### src/rtl/cmdq_engine.sv
module cmdq_engine #(
  parameter int ADDR_W = 32,
  parameter int IDX_W = 4,
  parameter int SLOT_LG = 5,
  parameter logic [255:0] KNOWN_CODES = 256'hFFFE
) (
  input  logic              clk,
  input  logic              rst_n,
  input  logic              enable,
  input  logic              cfg_we,
  input  logic [ADDR_W-1:0] cfg_base,
  input  logic [IDX_W:0]    cfg_depth,
  input  logic [IDX_W-1:0]  wr_offset,
  output logic [IDX_W-1:0]  rd_offset,
  output logic              stalled,
  output logic              mem_req,
  output logic [ADDR_W-1:0] mem_addr,
  input  logic              mem_ack,
  input  logic              mem_err,
  input  logic [63:0]       mem_rdata,
  output logic              hnd_req,
  output logic [7:0]        hnd_code,
  output logic [63:0]       hnd_cmd,
  output logic [ADDR_W-1:0] hnd_addr,
  input  logic              hnd_done,
  input  logic              hnd_stall
);

  typedef enum logic [1:0] {S_IDLE, S_FETCH, S_RUN} state_t;

  state_t              state;
  logic [IDX_W-1:0]    rd_q;
  logic                stall_q;
  logic [ADDR_W-1:0]   base_q;
  logic [IDX_W:0]      depth_q;
  logic [63:0]         cmd_q;

  logic [IDX_W-1:0]    rd_next;
  logic                go;
  logic                cfg_ok;
  logic [ADDR_W-1:0]   slot_addr;

  assign go        = enable && !stall_q && (rd_q != wr_offset);
  assign cfg_ok    = cfg_we && !enable && (state == S_IDLE);
  assign rd_next   = (({1'b0, rd_q} + (IDX_W+1)'(1)) == depth_q) ? '0 : rd_q + IDX_W'(1);
  assign slot_addr = base_q + (ADDR_W'(rd_q) << SLOT_LG);

  assign rd_offset = rd_q;
  assign stalled   = stall_q;
  assign mem_req   = (state == S_FETCH);
  assign mem_addr  = slot_addr;
  assign hnd_req   = (state == S_RUN);
  assign hnd_code  = cmd_q[7:0];
  assign hnd_cmd   = cmd_q;
  assign hnd_addr  = slot_addr;

  always_ff @(posedge clk or negedge rst_n) begin
    if (!rst_n) begin
      state   <= S_IDLE;
      rd_q    <= '0;
      stall_q <= 1'b0;
      base_q  <= '0;
      depth_q <= '0;
      cmd_q   <= '0;
    end else begin
      case (state)
        S_IDLE: begin
          if (cfg_ok) begin
            base_q  <= cfg_base;
            depth_q <= cfg_depth;
            rd_q    <= '0;
            stall_q <= 1'b0;
          end else if (go) begin
            state <= S_FETCH;
          end
        end
        S_FETCH: begin
          if (mem_ack) begin
            if (mem_err) begin
              stall_q <= 1'b1;
              state   <= S_IDLE;
            end else begin
              cmd_q <= mem_rdata;
              if (KNOWN_CODES[mem_rdata[7:0]]) begin
                state <= S_RUN;
              end else begin
                rd_q  <= rd_next;
                state <= S_IDLE;
              end
            end
          end
        end
        S_RUN: begin
          if (hnd_done) begin
            if (hnd_stall) stall_q <= 1'b1;
            else           rd_q    <= rd_next;
            state <= S_IDLE;
          end
        end
        default: state <= S_IDLE;
      endcase
    end
  end

  p_empty_no_fetch_r2: assert property (@(posedge clk) disable iff (!rst_n)
    (!mem_req && !hnd_req && rd_offset == wr_offset) |=> !mem_req);

  p_addr_hold_r3: assert property (@(posedge clk) disable iff (!rst_n)
    (mem_req && !mem_ack) |=> (mem_req && $stable(mem_addr)));

  p_stall_result_r6: assert property (@(posedge clk) disable iff (!rst_n)
    (hnd_req && hnd_done && hnd_stall) |=> (stalled && $stable(rd_offset)));

  p_stall_buserr_r7: assert property (@(posedge clk) disable iff (!rst_n)
    (mem_req && mem_ack && mem_err) |=> (stalled && $stable(rd_offset) && !hnd_req));

  p_stalled_quiet_r10: assert property (@(posedge clk) disable iff (!rst_n)
    stalled |=> !mem_req);

endmodule

### config.mk
export PLATFORM = sky130hd
export DESIGN_NAME = cmdq_engine
export DESIGN_NICKNAME = d
export VERILOG_FILES = /design/src/rtl/cmdq_engine.sv
export SDC_FILE = /design/constraint.sdc
export NUM_CORES = 1
export LEC_CHECK = 0
export ABC_CLOCK_PERIOD_IN_PS = 3700
export BUFFER_PORTS_ARGS = -buffer_cell sky130_fd_sc_hd__buf_2
export CAP_MARGIN = 30
export CORE_MARGIN = 1
export CORE_UTILIZATION = 47
export DETAILED_ROUTE_END_ITERATION = 8
export MAX_ROUTING_LAYER = met4
export PLACE_DENSITY = 0.81
export SYNTH_ARGS = -nofsm -noshare
export SYNTH_HDL_FRONTEND = slang
export SYNTH_SLANG_ARGS = --single-unit
### constraint.sdc
create_clock -name clk -period 3.7 [get_ports clk]
set_input_delay 0.925 -clock clk [delete_from_list [all_inputs] [get_ports clk]]
set_output_delay 0.925 -clock clk [all_outputs]
set_load 0.01 [all_outputs]
==> metrics <==
critical path depth=7; Layout Nets=749; yosys warns=0; cell with the biggest individual delay on the critical path=dfrtp_1; crit end category=output port; die width=108 microns; DRT iter0 DRCs=~130; FP Rows=38; Port Buf Inserts=255; DRC viols=0; antenna-violating nets left=0; # diodes=0; RD Place Congestion=0.877; vias per cell=5.03; top-level I/O count=256; register bit count reported by yosys=about 110; setup_tns=0 ns; Power Total=5.65 mW; global-route wire length before repair=19300 microns; synthesized cell area=0.00528 sq mm; Placed Area=0.00640 sq mm; DR WL/cell=15.7 microns; Via Count=around 3.9k; DRT Pass-1 Iters=4; CTS clk-pin slew, worst paths=0.10 ns; Final WS setup=0.211 ns; syn avg cell area=between 10 and 15 sq um; die area=0.0117 sq mm; Final Hold Viols=0; CTS H-Tree Depth=3; Finished Layout Cells=roughly 770; peak supply drop=0.519 mV; Core Area=between 0.01 and 0.015 sq mm; final slew viol count=0; Worst EP required=2.77 ns; CP Class=reg2out; vias in the first global route=4107; Hold Path Stages=1; syn_nets=535; sequential cell area fraction in the yosys report=51.2%; post-synthesis cell type count=41; max_slew headroom=43.1%; CTS Root Cell=clkbuf_8; final cycle utilization of the critical path=94.3%; crit start category=flop; pre-CTS setup slack=approximately 0.57 ns; placed insts=755; WP data arrival=roughly 2.6 ns; Top FF cell, synth=dfrtp_1; run status=complete, no violations; Initial Util=between 40% and 50%; Clock Skew=0.00874 ns; CP cell instances=ha_1 > nand2_1 > o21ai_1 > nand4_1 > nor3_1 > xor2_1 > buf_2; WP buf/inv=1; post-synthesis cell count=412; CP max FO=9; All-Layer GR Usage=about 22%; fin crit period=approximately 3.5 ns; slowest stage delay, CP=0.52 ns; setup violators final=0; Clock Path Buffers=2; f_max=between 200 and 300 MHz; unrepaired setup endpoints after global routing=false; CTS tree=yes; # hold bufs at CTS=0; Post-synth EDFFs=0; worst hold-check path type=reg2reg; largest net degree at the start of global routing=65; CTS buffer count=9; share of layout cells above drive strength 1=45.6%; Fin Hold WS=0.495 ns; slew at the pin closest to its max-slew limit=0.851 ns; Die Y=between 100 and 150 microns; total of max-cap violations=0; fraction of registers with async set/reset=100%; drt total wl=12100 microns; clk_lat worst skew=approximately 0.36 ns; most common cell after layout, fill and taps aside=buf_2; fill cell count=roughly 880; worst reg2reg path depth=5; most frequent cells in the layout=buf_2 (254), dfrtp_1 (107), mux2_1 (101); DP HPWL=9630 microns; Area Overhead vs Synth=26.0%; Static Leak=3.31 nW; power per cell area=between 800 and 900 mW/mm^2; gr ovfl total=0; FF-to-FF setup slack=1.35 ns; Finished Cell Area=0.00665 sq mm; initial antenna violation count=0; Top delay family on crit path=simple AND/OR/NAND/NOR gates; Final Core Density=61.0%; Clock Sinks=108
-- state kept, by name (all words and copies together) (netlist names) --
register	count
base_q	32
depth_q	5
hnd_cmd	64
rd_offset	4
stalled	1
state	2
-- Yosys cell counts, types with 2 or more instances --
cell type | n | share of area (%)
inv_1 | 9 | 0.64
mux2_1 | 101 | 22
nor2_1 | 12 | 0.85
clkbuf_1 | 11 | 0.78
nand4_1 | 4 | 0.47
buf_4 | 45 | 6.4
xor2_1 | 14 | 2.3
a21oi_1 | 3 | 0.28
dfrtp_1 | 108 | 51
nand2b_1 | 5 | 0.59
buf_2 | 2 | 0.19
ha_1 | 9 | 2.1
nor2b_1 | 6 | 0.71
nand3_1 | 9 | 0.85
nor3_1 | 5 | 0.47
mux2i_1 | 2 | 0.38
nand2_1 | 15 | 1.1
o21ai_1 | 6 | 0.57
a22oi_1 | 2 | 0.28
nand3b_1 | 4 | 0.57
xnor2_1 | 20 | 3.3
-- logic make-up after synthesis --
kind of cell	after synthesis	share of synthesized area, %
AOI/OAI and AO/OA	19	2.73
xor gates and xnor gates	34	5.65
adders and majority gates	10	2.51
buffers and inverters	67	8.02
DFF	108	51.2
muxes	103	21.9
and+or+nand+nor	71	7.92
-- final timing paths --
kind                                                from                      end
worst max-delay path            rd_offset[3]$_DFFE_PN0P_             hnd_addr[26]
worst min-delay path             hnd_cmd[23]$_DFFE_PN0P_  hnd_cmd[23]$_DFFE_PN0P_
worst max register to register      state[0]$_DFFE_PN0P_   base_q[17]$_DFFE_PN0P_
worst min register to register   hnd_cmd[23]$_DFFE_PN0P_  hnd_cmd[23]$_DFFE_PN0P_
max in group asynchronous                          rst_n  hnd_cmd[19]$_DFFE_PN0P_
min in group asynchronous                          rst_n    base_q[4]$_DFFE_PN0P_
-- power breakdown --
part	internal [mW]	switching [mW]
registers	1.77	0.454
logic	1.22	1.35
clock network	0.456	0.411
total	3.44	2.21
-- timing repair --
item | 4_1_cts | 5_1_grt
setup endpoints to repair | 0 | 6
gates resized for setup | 0 | 1
setup buffers | 0 | 0
-- layer usage --
metal / vias to the layer above / global-route usage (%) / wire length [microns]
li1: 1801 / - / -
met1: 1879 / 24.7 / 4730
met3: 22 / 4.58 / 749
met5: - / - / 0
met2: 175 / 39.4 / 6430
met4: 0 / 7.83 / 231
-- area by class of cell --
class | count | area [sq um] | area share, %
well taps | 140 | 175 | 2.64
inverters | 9 | 33.8 | 0.508
flip-flops and latches | 108 | 2700 | 40.7
clock inverters | 7 | 123 | 1.85
repair buffers | 261 | 1340 | 20.1
multi-input cells | 237 | 2150 | 32.3
clock buffers | 9 | 124 | 1.86
Note: power is estimated with default switching activity, not from simulation.
